--- src/rtl/cpwm_deadband.sv ---
module cpwm_deadband #(
  parameter int CNT_W = 8,
  parameter int DB_W  = 7
) (
  input  logic             clk,
  input  logic             rst_n,
  input  logic             en,
  input  logic [CNT_W-1:0] period_i,
  input  logic [CNT_W-1:0] duty_i,
  input  logic [DB_W-1:0]  dead_i,
  input  logic [1:0]       oe_i,
  output logic             out_a,
  output logic             out_b
);

  localparam logic [DB_W-1:0] AGE_MAX = '1;

  logic [CNT_W-1:0] cnt, per_q, duty_q;
  logic [DB_W-1:0]  dead_q, run_q;
  logic             pwm_q;

  wire             at_end = (cnt == per_q);
  wire             pwm    = (cnt < duty_q);
  wire             flip   = pwm ^ pwm_q;
  wire [DB_W-1:0]  age    = flip ? '0 : run_q;
  wire             ready  = (age >= dead_q);

  always_ff @(posedge clk or negedge rst_n) begin
    if (!rst_n) begin
      cnt    <= '0;
      per_q  <= '0;
      duty_q <= '0;
      dead_q <= '0;
      run_q  <= '0;
      pwm_q  <= 1'b0;
    end else if (!en) begin
      cnt    <= '0;
      per_q  <= period_i;
      duty_q <= duty_i;
      dead_q <= dead_i;
      run_q  <= '0;
      pwm_q  <= 1'b0;
    end else begin
      pwm_q <= pwm;
      run_q <= (age == AGE_MAX) ? age : age + 1'b1;
      if (at_end) begin
        cnt    <= '0;
        per_q  <= period_i;
        duty_q <= duty_i;
        dead_q <= dead_i;
      end else begin
        cnt <= cnt + 1'b1;
      end
    end
  end

  assign out_a = en & oe_i[0] &  pwm & ready;
  assign out_b = en & oe_i[1] & ~pwm & ready;

endmodule

--- config.mk ---
export PLATFORM = sky130hd
export DESIGN_NAME = cpwm_deadband
export DESIGN_NICKNAME = d
export VERILOG_FILES = /design/src/rtl/cpwm_deadband.sv
export SDC_FILE = /design/constraint.sdc
export NUM_CORES = 1
export LEC_CHECK = 0
export BUFFER_PORTS_ARGS = -buffer_cell sky130_fd_sc_hd__buf_4
export CAP_MARGIN = 20
export CORE_MARGIN = 4
export CORE_UTILIZATION = 40
export CTS_BUF_LIST = sky130_fd_sc_hd__clkbuf_8 sky130_fd_sc_hd__clkbuf_16
export DETAILED_ROUTE_END_ITERATION = 10
export SLEW_MARGIN = 10
export SYNTH_ARGS = -nofsm -noshare
export SYNTH_HDL_FRONTEND = slang
export SYNTH_SLANG_ARGS = --single-unit
--- constraint.sdc ---
create_clock -name clk -period 7.4 [get_ports clk]
set_input_delay 1.11 -clock clk [delete_from_list [all_inputs] [get_ports clk]]
set_output_delay 1.11 -clock clk [all_outputs]
set_load 0.05 [all_outputs]
After elaboration in Yosys (flattened, before gate mapping):

Index checks and enable logic that the tools add are counted.

* flip-flop bits (word level): 39
* bits of input ports: 28

* $add $sub $neg: 2
* order comparisons: 2
* equality and inequality tests: 3
* multiplexer cells: 12
* bitwise logic cells: 8

Operators with widths (number)
* 2-to-1 mux 8 bit: 6
* 2-to-1 mux 7 bit: 5
* adder 8 x 1 -> 8 bit (second input constant): 1
* == test 8 bit: 1
* less-than comparator 8 bit: 1
* adder 7 x 1 -> 7 bit (second input constant): 1
* == test 7 bit (second input constant): 1
* >= comparator 7 bit: 1
* AND 1 bit: 6
* != test 2 x 1 -> 1 bit (second input constant): 1
* 2-to-1 mux 1 bit: 1
* NOT 1 bit: 1
* XOR 1 bit: 1

Longest topological paths before layout:

* depth after elaboration: 6
* depth in mapped cells: 15

Worst setup path before layout:

No wires, ideal clock.

* path kind: register -> output
* start point: register cnt[7]
* end point: output port out_b
* arrival: 3.620 ns
* setup slack: 2.670 ns
* cell stages (with the launch flop): 15
* buffers on the path: 1
* cell sequence: dfrtp_1 ha_1 a41o_1 a21o_1 a22o_1 a311oi_2 buf_4 nand2_1 ha_1 nand2b_1 a21o_1 a21oi_1 o21ai_0 a31oi_1 nor3_1

* longest elaborated chain between the ends: 5

RTL lines
* start, declared: RTL line 18 `logic [CNT_W-1:0] cnt, per_q, duty_q;`
* start signal, assigned: RTL line 52 `cnt <= cnt + 1'b1;`
* less-than comparator 8 bit (*): RTL line 23 `wire pwm = (cnt < duty_q);`
* XOR 1 bit: RTL line 24 `wire flip = pwm ^ pwm_q;`
* 2-to-1 mux 7 bit: RTL line 25 `wire [DB_W-1:0] age = flip ? '0 : run_q;`
* >= comparator 7 bit: RTL line 26 `wire ready = (age >= dead_q);`
* AND 1 bit (*): RTL line 58 `assign out_b = en & oe_i[1] & ~pwm & ready;`
* end, declared: RTL line 13 `output logic out_b`

Every way passes the cells marked *; elsewhere a longest branch is shown, timed or not.

Final worst setup path:

* start point: register cnt[7]
* end point: output port out_a

* longest elaborated chain between the ends: 5

RTL lines
* less-than comparator 8 bit (*): RTL line 23
* XOR 1 bit: RTL line 24
* 2-to-1 mux 7 bit: RTL line 25
* >= comparator 7 bit: RTL line 26
* AND 1 bit (*): RTL line 57 `assign out_a = en & oe_i[0] & pwm & ready;`
* end, declared: RTL line 12 `output logic out_a,`

Marks and branches as above.

==> results_dict.tcl <==
set metrics [dict create \
    synth_edf_count 0 \
    hold_viol 0 \
    nets 285 \
    synth_nets 254 \
    p_clk_share_pct 34.1 \
    final_max_slew_viol_count 0 \
    seq_area_um2 976 \
    core-area_um2 4880 \
    netlist_instances 210 \
    max_freq_ghz 0.201 \
    start_kind "register" \
    via_per_inst 4.90 \
    hp-class "reg2reg" \
    power_density_nw_per_um2 187 \
    clock_latency_ns 0.28 \
    min_period_ns 4.99 \
    yosysTopAreaCell "dfrtp_1" \
    end_kind "primary output" \
    drtIter0Drc 54 \
    fin_setup_tns_ns 0 \
    synth_top_cell_area_share_pct 46.9 \
    irDropWorstVdd_mv 0.121 \
    period_share_pct 67.4 \
    cp_cell_sequence "ha_1, a41o_1, a21o_1, a22o_1, a311oi_2, nand2_1, ha_1, nand2b_1, a21o_1, a21oi_1, o21ai_0, a31oi_1, and3b_1, buf_4" \
    n_fill_cell 481 \
    power_leakage_nw 1.25 \
    post_cts_buffers 0 \
    layout-drive-gt1-share_pct 20.7 \
    start_util_pct 42.6 \
    cts_tree "done" \
    syn_area_per_cell_um2 9.90 \
    ys_seq_area_share_pct 46.9 \
    drtPass1Iterations 4 \
    diodes 0 \
    netlist_top_cells_area "dfrtp_1 (47%), ha_1 (9.6%), mux2_2 (4.9%)" \
    h-tree-depth 2 \
    fin_skew_ns 0.00240 \
    reg2reg_slack_ns 3.89 \
    ys_top_cells_by_count "dfrtp_1 (39), nand2_1 (22), inv_1 (18), o21ai_0 (18), ha_1 (16)" \
    grt_pass1_vias 1505 \
    crit_required_ns 6.29 \
    critPathMaxFanout 11 \
    internal_power_mw 0.347 \
    ys_ff_latch 39 \
    ant_nets 0 \
    place_inst 300 \
    clockBufferDepth 2 \
    totalWireLength_mm 3.92 \
    numCtsBuffers 5 \
    grt_pass1_wl_mm 7.02 \
    synth_flop_cell "dfrtp_1" \
    pwr-share-seq_pct 51.0 \
    ios 30 \
    combPwrFrac_pct 14.9 \
    cts_resized 0 \
    worstReg2RegEnd "run_q[1]$_DFF_PN0_" \
    critPathSlowestCell "a311oi_2" \
    fp.dieH_um 80.1 \
    holdPathStages 1 \
    io_buffers 29 \
    slew_headroom_pct 55.6 \
    hold_buffers 0 \
    cts_num_sinks 39 \
    drv_cap 0 \
    outcome "completed" \
    cts_root_buffer "clkbuf_8" \
    overflow 0 \
    max_stage_delay_ns 0.60 \
    std_cell_rows 25 \
    cp-startpoint "cnt[7]$_DFF_PN0_" \
    fp.dieW_um 80.1 \
    syn_to_final_growth_pct 19.9 \
    r2r-start "cnt[7]$_DFF_PN0_" \
    yosys.cell_count.top_type "dfrtp_1" \
    antenna_found_initial 0 \
    die_area_um2 6420 \
    switching_power_mw 0.118 \
    min_to "per_q[2]$_DFFE_PN0P_" \
    multi_input_area_um2 1020 \
    postLayoutCoreUtil_pct 51.1 \
    routabilityCongestion 0.824 \
    grt_start_max_net_pins 46 \
    worst_pin_slew_ns 0.666 \
    hp-start "per_q[2]$_DFFE_PN0P_" \
    drc_errors 0 \
    setup_viol 0 \
    cp_data_arrival_time_ns 3.88 \
    swShare_pct 25.4 \
    postSynth.asyncResetShare_pct 100 \
    clk_pin_slew_worst_paths_ns 0.07 \
    synth_area_um2 2080 \
    synth_cell_type_count 33 \
    rsz0062_at_grt "no" \
    crit_type "reg2out" \
    grt_use_total_pct 14.1 \
    wl_per_cell_um 12.7 \
    layoutNonFillerInstCount 309 \
    r2r_cells 12 \
    vias 1513 \
    ys_warn_count 0 \
    dp_hpwl_mm 2.86 \
]
## metrics by stage
stage	power, mW	worst slack [ns]	instance area (um^2)	hold slack (ns)
finish	0.465	2.41	2490	0.533
global route	0.493	2.14	2490	0.555
CTS	0.471	2.42	2460	0.540
detailed placement	0.310	2.76	2360	0.522
global placement	0.309	2.85	2360	0.519
floorplan	0.283	2.67	2080	0.476
## routing by layer
layer	wire [um]	part of all wire (%)	vias up	GRT usage (%)
li1	-	-	774	-
met1	2060	52	707	20.1
met2	1610	41	28	20.9
met3	207	5.3	4	3.81
met4	43	1.1	0	4.05
met5	0	0	-	0
## cell type report
type / instances / share of cell area (%)
multi-input cells: 147 / 40.8
flip-flops and latches: 39 / 39.2
repair buffers: 30 / 9.84
clock buffers: 7 / 3.87
well taps: 67 / 3.36
inverters: 18 / 2.71
clock inverters: 1 / 0.301
## cell families after synthesis
family	Yosys count	share of synthesized area, %
mux	10	5.36
compound gates	40	12.3
fa+ha+maj	16	9.63
simple gates	66	14.9
buf+inv	24	4.57
flops	39	46.9
xor+xnor	15	6.32
## critical path: cells and delay by family, from the launching register on
family	cells	cell delay, ns
buffers and inverters	1	0.18
adders and majority gates	2	0.65
AOI/OAI and AO/OA	8	1.83
and+or+nand+nor	3	0.50
DFF	1	0.43
## cell usage in the layout, fill, tap and decap left out, types with 2 or more instances in the layout
cell type	Yosys	routed
buf_4	1	29
nor3_1	2	2
and3_1	6	6
and2_1	7	7
a21o_1	4	4
nand2_1	22	22
inv_1	18	18
dfrtp_1	39	39
a31oi_1	3	3
a21oi_1	4	4
nand3_1	9	9
o21ai_0	18	18
ha_1	16	16
clkbuf_8	0	7
nor2_1	15	15
xnor2_1	10	10
mux2_2	9	9
a41o_1	2	2
xor2_1	5	5
nand4_1	3	3
## sequential cells by signal, summed over array words and instances, names as in the netlist
| register | count |
|---|---|
| cnt | 8 |
| dead_q | 7 |
| duty_q | 8 |
| per_q | 8 |
| pwm_q | 1 |
| run_q | 7 |
## worst max path at each step
| stage | end | slack, ns |
|---|---|---|
| detailed placement | out_a | 2.76 |
| floorplan | out_b | 2.67 |
| global placement | out_a | 2.85 |
| global route | out_a | 2.14 |
| CTS | out_a | 2.42 |
| finish | out_a | 2.41 |
## power by group through the flow
stage               logic [mW]  registers, mW  clock network, mW
finish                  0.0691          0.237              0.159
floorplan               0.0451          0.238                  0
detailed placement      0.0682          0.242                  0
CTS                     0.0688          0.237              0.165
global route            0.0808          0.239              0.173
global placement        0.0674          0.242                  0
(Power assumes the default switching activity.)
